### src/rtl/tmr_pkg.sv
package tmr_pkg;
  typedef enum logic [1:0] {
    SHAPE_13  = 2'b00,
    SHAPE_16  = 2'b01,
    SHAPE_RLD = 2'b10,
    SHAPE_SPL = 2'b11
  } shape_e;
endpackage

### src/rtl/tmr_phase_gen.sv
module tmr_phase_gen #(
  parameter int CYC_LEN   = 12,
  parameter int SMP_PHASE = 5
) (
  input  logic clk,
  input  logic rst_n,
  output logic step_o,
  output logic smp_o
);
  localparam int PHW = $clog2(CYC_LEN);
  localparam logic [PHW-1:0] LAST = PHW'(CYC_LEN - 1);
  localparam logic [PHW-1:0] SMP  = PHW'(SMP_PHASE);

  logic [PHW-1:0] ph_q, ph_n;

  always_comb begin
    if (ph_q == LAST) ph_n = '0;
    else              ph_n = ph_q + PHW'(1);
  end

  always_ff @(posedge clk or negedge rst_n) begin
    if (!rst_n) ph_q <= '0;
    else        ph_q <= ph_n;
  end

  assign step_o = (ph_q == LAST);
  assign smp_o  = (ph_q == SMP);
endmodule

### src/rtl/tmr_edge_smp.sv
module tmr_edge_smp #(
  parameter int SYNC_STAGES = 2
) (
  input  logic clk,
  input  logic rst_n,
  input  logic pin_i,
  input  logic smp_i,
  output logic fall_o
);
  logic [SYNC_STAGES-1:0] sync_q;
  logic cur_q, prev_q;
  logic cur_n, prev_n;

  generate
    if (SYNC_STAGES == 1) begin : g_one
      always_ff @(posedge clk or negedge rst_n) begin
        if (!rst_n) sync_q <= '0;
        else        sync_q <= pin_i;
      end
    end else begin : g_chain
      always_ff @(posedge clk or negedge rst_n) begin
        if (!rst_n) sync_q <= '0;
        else        sync_q <= {sync_q[SYNC_STAGES-2:0], pin_i};
      end
    end
  endgenerate

  always_comb begin
    cur_n  = cur_q;
    prev_n = prev_q;
    if (smp_i) begin
      cur_n  = sync_q[SYNC_STAGES-1];
      prev_n = cur_q;
    end
  end

  always_ff @(posedge clk or negedge rst_n) begin
    if (!rst_n) begin
      cur_q  <= 1'b0;
      prev_q <= 1'b0;
    end else begin
      cur_q  <= cur_n;
      prev_q <= prev_n;
    end
  end

  assign fall_o = prev_q & ~cur_q;
endmodule

### src/rtl/tmr_count_core.sv
module tmr_count_core
  import tmr_pkg::*;
#(
  parameter int BW = 8,
  parameter int PW = 5
) (
  input  logic          clk,
  input  logic          rst_n,
  input  shape_e        shape_i,
  input  logic          inc_main_i,
  input  logic          inc_hi_i,
  input  logic          wr_lo_i,
  input  logic          wr_hi_i,
  input  logic [BW-1:0] wdata_i,
  input  logic          clr0_i,
  input  logic          clr1_i,
  output logic [BW-1:0] lo_o,
  output logic [BW-1:0] hi_o,
  output logic          f0_o,
  output logic          f1_o
);
  localparam logic [BW-1:0]   B_ONE  = BW'(1);
  localparam logic [BW-1:0]   B_ALL  = '1;
  localparam logic [PW-1:0]   P_ONE  = PW'(1);
  localparam logic [PW-1:0]   P_ALL  = '1;
  localparam logic [2*BW-1:0] W_ONE  = (2*BW)'(1);

  logic [BW-1:0] lo_q, hi_q, lo_n, hi_n;
  logic          f0_q, f1_q, f0_n, f1_n;
  logic          set0, set1;
  logic [2*BW-1:0] wide;

  always_comb begin
    lo_n = lo_q;
    hi_n = hi_q;
    set0 = 1'b0;
    set1 = 1'b0;
    wide = {hi_q, lo_q} + W_ONE;
    case (shape_i)
      SHAPE_13: if (inc_main_i) begin
        if (lo_q[PW-1:0] == P_ALL) begin
          lo_n[PW-1:0] = '0;
          hi_n         = hi_q + B_ONE;
          set0         = (hi_q == B_ALL);
        end else begin
          lo_n[PW-1:0] = lo_q[PW-1:0] + P_ONE;
        end
      end
      SHAPE_16: if (inc_main_i) begin
        {hi_n, lo_n} = wide;
        set0         = ({hi_q, lo_q} == {B_ALL, B_ALL});
      end
      SHAPE_RLD: if (inc_main_i) begin
        if (lo_q == B_ALL) begin
          lo_n = hi_q;
          set0 = 1'b1;
        end else begin
          lo_n = lo_q + B_ONE;
        end
      end
      default: begin
        if (inc_main_i) begin
          lo_n = lo_q + B_ONE;
          set0 = (lo_q == B_ALL);
        end
        if (inc_hi_i) begin
          hi_n = hi_q + B_ONE;
          set1 = (hi_q == B_ALL);
        end
      end
    endcase
    if (wr_lo_i) lo_n = wdata_i;
    if (wr_hi_i) hi_n = wdata_i;
    f0_n = set0 | (f0_q & ~clr0_i);
    f1_n = set1 | (f1_q & ~clr1_i);
  end

  always_ff @(posedge clk or negedge rst_n) begin
    if (!rst_n) begin
      lo_q <= '0;
      hi_q <= '0;
      f0_q <= 1'b0;
      f1_q <= 1'b0;
    end else begin
      lo_q <= lo_n;
      hi_q <= hi_n;
      f0_q <= f0_n;
      f1_q <= f1_n;
    end
  end

  assign lo_o = lo_q;
  assign hi_o = hi_q;
  assign f0_o = f0_q;
  assign f1_o = f1_q;
endmodule

### src/rtl/tmr_evt_unit.sv
module tmr_evt_unit
  import tmr_pkg::*;
#(
  parameter int CYC_LEN     = 12,
  parameter int SMP_PHASE   = 5,
  parameter int SYNC_STAGES = 2,
  parameter int BW          = 8,
  parameter int PW          = 5
) (
  input  logic          clk,
  input  logic          rst_n,
  input  logic          ev_pin,
  input  logic          run_en,
  input  logic          run2_en,
  input  logic          cnt_sel,
  input  logic [1:0]    mode_sel,
  input  logic          wr_lo,
  input  logic          wr_hi,
  input  logic [BW-1:0] wdata,
  input  logic          clr_ovf,
  input  logic          clr_ovf2,
  output logic [BW-1:0] rd_lo,
  output logic [BW-1:0] rd_hi,
  output logic          ovf_flag,
  output logic          ovf2_flag
);
  logic step_w, smp_w, fall_w;
  logic inc_main_w, inc_hi_w;
  shape_e shape_w;

  tmr_phase_gen #(.CYC_LEN(CYC_LEN), .SMP_PHASE(SMP_PHASE)) u_phase (
    .clk(clk), .rst_n(rst_n), .step_o(step_w), .smp_o(smp_w)
  );

  tmr_edge_smp #(.SYNC_STAGES(SYNC_STAGES)) u_edge (
    .clk(clk), .rst_n(rst_n), .pin_i(ev_pin), .smp_i(smp_w), .fall_o(fall_w)
  );

  assign shape_w    = shape_e'(mode_sel);
  assign inc_main_w = run_en & step_w & (cnt_sel ? fall_w : 1'b1);
  assign inc_hi_w   = run2_en & step_w & (shape_w == SHAPE_SPL);

  tmr_count_core #(.BW(BW), .PW(PW)) u_core (
    .clk(clk), .rst_n(rst_n), .shape_i(shape_w),
    .inc_main_i(inc_main_w), .inc_hi_i(inc_hi_w),
    .wr_lo_i(wr_lo), .wr_hi_i(wr_hi), .wdata_i(wdata),
    .clr0_i(clr_ovf), .clr1_i(clr_ovf2),
    .lo_o(rd_lo), .hi_o(rd_hi), .f0_o(ovf_flag), .f1_o(ovf2_flag)
  );
endmodule

### config.mk
export PLATFORM = sky130hd
export DESIGN_NAME = tmr_evt_unit
export DESIGN_NICKNAME = d
export VERILOG_FILES = /design/src/rtl/tmr_pkg.sv /design/src/rtl/tmr_phase_gen.sv /design/src/rtl/tmr_edge_smp.sv /design/src/rtl/tmr_count_core.sv /design/src/rtl/tmr_evt_unit.sv
export SDC_FILE = /design/constraint.sdc
export NUM_CORES = 1
export LEC_CHECK = 0
export CAP_MARGIN = 20
export CORE_ASPECT_RATIO = 1.5
export CORE_MARGIN = 2
export CORE_UTILIZATION = 51
export CTS_CLUSTER_DIAMETER = 100
export CTS_CLUSTER_SIZE = 25
export DETAILED_ROUTE_END_ITERATION = 7
export PLACE_DENSITY_LB_ADDON = 0.05
export REMOVE_ABC_BUFFERS = 1
export SETUP_SLACK_MARGIN = 0.1
export SLEW_MARGIN = 10
export SYNTH_ARGS = -nofsm -noshare
export SYNTH_HDL_FRONTEND = slang
export SYNTH_HIERARCHICAL = 1
export SYNTH_SLANG_ARGS = --single-unit
### constraint.sdc
create_clock -name clk -period 3.2 [get_ports clk]
set_clock_uncertainty 0.15 [all_clocks]
set_input_delay 0.32 -clock clk [delete_from_list [all_inputs] [get_ports clk]]
set_output_delay 0.32 -clock clk [all_outputs]
set_load 0.05 [all_outputs]
==> impl_metrics.sql <==
INSERT INTO impl_metrics (metric_group, metric, value, unit) VALUES
('status', 'run_status', 'finished clean', ''),
('logic_synthesis', 'synth_simple_gate_area_share', '25.0', '%'),
('critical_path', 'cp-start-kind', 'flop', ''),
('critical_path', 'cp_cell_sequence', 'ha_1 -> and3b_2 -> nand2_1 -> a21oi_2 -> buf_4 -> mux2_1 -> a2bb2oi_2 -> nor4_1 -> o31a_1', ''),
('timing', 'period_share', '84.9', '%'),
('hold_path', 'hold_class', 'reg -> reg', ''),
('placed_design', 'pre_cts_slack', '0.393', 'ns'),
('finish', 'final_layout_size_suffix_gt1_share', '8.79', '%'),
('critical_path', 'worstPathBufferInverterCount', '1', ''),
('pwr', 'power_leakage', '0.916', 'nW'),
('timing', 'max_slew.worst_pin.slew', '0.632', 'ns'),
('route', 'antenna_violating_nets_post_route', '0', ''),
('clocking', 'numCtsBuffers', '3', ''),
('route', 'wl_met1', '1.98', 'mm'),
('die', 'io_pins', '38', ''),
('clocking', 'cts_post_setup_buffers_inserted', '0', ''),
('pwr', 'vdd_drop_max', '0.262', 'mV'),
('clocking', 'cts.clk_slew.worst_paths', '0.09', 'ns'),
('route', 'wirelength', '4.96', 'mm'),
('timing', 'finalMaxSlewViolations', '0', ''),
('grt', 'grt-ovfl-total', '0', ''),
('finish', 'final_cell_count_no_fill', '281', ''),
('logic_synthesis', 'synth_cell_type_count', '55', ''),
('logic_synthesis', 'synth_enable_flop_cells', '0', ''),
('clocking', 'clock_sinks', '26', ''),
('pwr', 'internal_power', '0.620', 'mW'),
('critical_path', 'worstReg2RegEnd', 'u_core/hi_o[6]', ''),
('finish', 'syn2layout_area_growth', '26.1', '%'),
('critical_path', 'reg2reg_setup_slack', '0.48', 'ns'),
('critical_path', 'timing.critical_path.arrival', '2.73', 'ns'),
('hold_path', 'min_from', 'u_edge/sync_q[0]', ''),
('critical_path', 'crit_path_end', 'u_core/hi_o[6]', ''),
('die', 'design.die.area', '4040', 'µm²'),
('critical_path', 'criticalPathCategory', 'reg -> reg', ''),
('route', 'wl_met3', '246', 'µm'),
('clocking', 'cts_max_level', '1', ''),
('die', 'chipHeight', '76.9', 'µm'),
('logic_synthesis', 'netlist.top_cell.by_area', 'sky130_fd_sc_hd__dfrtp_1', ''),
('critical_path', 'cp_slowest_cell', 'sky130_fd_sc_hd__a2bb2oi_2', ''),
('logic_synthesis', 'synth_flop_cell', 'sky130_fd_sc_hd__dfrtp_1', ''),
('critical_path', 'worst-path-stages', '9', ''),
('clocking', 'cts-hold-fix-buffers', '0', ''),
('route', 'topRoutingLayerUsed', 'met4', ''),
('grt', 'grt_pass1_vias', '1676', ''),
('placed_design', 'dp.final_hpwl', '3.81', 'mm'),
('finish', 'count_of_antenna_diodes_in_the_layout', '0', ''),
('critical_path', 'ff2ff_path_depth', '9', ''),
('timing', 'final-hold-violation-count', '0', ''),
('timing', 'final.setup.tns', '0', 'ns'),
('pwr', 'power_frac_seq', '42.3', '%'),
('route', 'drt_iter0_drc', '79', ''),
('logic_synthesis', 'synth_area_leaders', 'sky130_fd_sc_hd__dfrtp_1, sky130_fd_sc_hd__ha_1, sky130_fd_sc_hd__inv_1', ''),
('die', 'core.rowCount', '26', ''),
('clocking', 'cts_buffer_depth', '2', ''),
('timing', 'maxSlewHeadroom', '57.8', '%'),
('timing', 'finalSetupViolCount', '0', ''),
('placed_design', 'routabilityCongestion', '0.888', ''),
('timing', 'final.min_clock_period', '2.72', 'ns'),
('logic_synthesis', 'synthAdderAreaFrac', '6.93', '%'),
('logic_synthesis', 'xor_xnor_portion_of_the_synthesized_cell_area', '0.485', '%'),
('pwr', 'power.switching_fraction', '32.9', '%'),
('critical_path', 'r2r_start', 'u_phase/ph_q[0]', ''),
('placed_design', 'dp_cells', '277', ''),
('logic_synthesis', 'synthesis.instances', '203', ''),
('logic_synthesis', 'muxShareOfSynthArea', '2.49', '%'),
('logic_synthesis', 'synth_async_sr_flop_share', '100', '%'),
('logic_synthesis', 'synth-seq-area-share', '36.0', '%'),
('placed_design', 'numPortBuffers', '37', ''),
('grt', 'global_route_wire_length_before_repair', '7.94', 'mm'),
('clocking', 'post_cts_resize_count', '0', ''),
('logic_synthesis', 'synth-compound-area-share', '22.9', '%');
-- cell type report --
| type | instances | area, µm² |
|---|---|---|
| Fill cell | 294 | 1110 |
| Multi-Input combinational cell | 151 | 1040 |
| Sequential cell | 26 | 651 |
| Timing Repair Buffer | 39 | 385 |
| Inverter | 19 | 71.3 |
| Tap cell | 42 | 52.6 |
| Clock buffer | 3 | 41.3 |
| Clock inverter | 1 | 30.0 |
-- how the worst min path moves through the flow --
stage                       end  slack (ns)  cells after the start
2_1_floorplan       u_core/f0_o       -0.13                      0
3_3_place_gp   u_edge/sync_q[1]        0.19                      0
3_5_place_dp   u_edge/sync_q[1]        0.19                      0
4_1_cts        u_edge/sync_q[1]        0.22                      0
5_1_grt        u_edge/sync_q[1]        0.23                      0
6_report       u_edge/sync_q[1]        0.21                      0
-- layout by cell type (no fill, tap or decap), types with 6 or more instances in the layout --
master	count
sky130_fd_sc_hd__clkdlybuf4s50_1	37
sky130_fd_sc_hd__dfrtp_1	26
sky130_fd_sc_hd__inv_1	19
sky130_fd_sc_hd__nor2_1	16
sky130_fd_sc_hd__o21ai_0	11
sky130_fd_sc_hd__nand2_1	10
sky130_fd_sc_hd__ha_1	10
sky130_fd_sc_hd__nand3_1	9
sky130_fd_sc_hd__a21oi_1	9
sky130_fd_sc_hd__a31oi_1	8
sky130_fd_sc_hd__nor3_1	6
sky130_fd_sc_hd__or4_1	6
-- layer usage --
layer  GRT usage, %  vias up
met2           46.0       69
met1           30.2      817
li1               -      828
met4           8.46        0
met5              0        -
met3           3.50        8
-- Yosys cell counts, drive strengths merged (2+ instances only) --
library cell	count
a21oi	10
a221oi	2
a22oi	2
a2bb2oi	2
a31oi	8
and2	3
and3b	2
and4	3
buf	4
clkbuf	3
dfrtp	26
ha	10
inv	19
mux2	4
nand2	10
nand2b	2
nand3	10
nand4	5
nor2	16
nor2b	3
nor3	6
o211ai	2
o21a	3
o21ai	11
o31a	3
o31ai	5
or3	5
or4	6
-- state kept, by name, indices dropped and copies added, names as in the netlist --
register,count
u_edge/cur_q,1
u_phase/ph_q,4
u_core/hi_o,8
u_core/f0_o,1
u_core/f1_o,1
u_edge/sync_q,2
u_core/lo_o,8
u_edge/prev_q,1
-- power groups by stage --
stage                     combinational (mW)  sequential [mW]  clock (mW)
after detailed placement               0.259            0.397           0
after global placement                 0.255            0.395           0
after CTS                              0.260            0.391       0.284
after global routing                   0.279            0.396       0.290
final                                  0.261            0.391       0.273
after floorplan                       0.0899            0.455           0
-- metrics by stage --
stage	utilization (%)	instance area, µm²
6_report	67.3	2280
5_1_grt	67.3	2280
4_1_cts	67.3	2280
3_5_place_dp	65.2	2200
3_3_place_gp	65.2	2200
2_1_floorplan	-	1770
-- cells by family (layout without fill, tap and decap cells) --
kind of cell | after synthesis | count (layout)
simple gates | 77 | 77
xor+xnor | 1 | 1
compound gates | 59 | 59
fa+ha+maj | 10 | 10
buf+inv | 26 | 62
flops | 26 | 26
mux | 4 | 4
(Power assumes the default switching activity.)
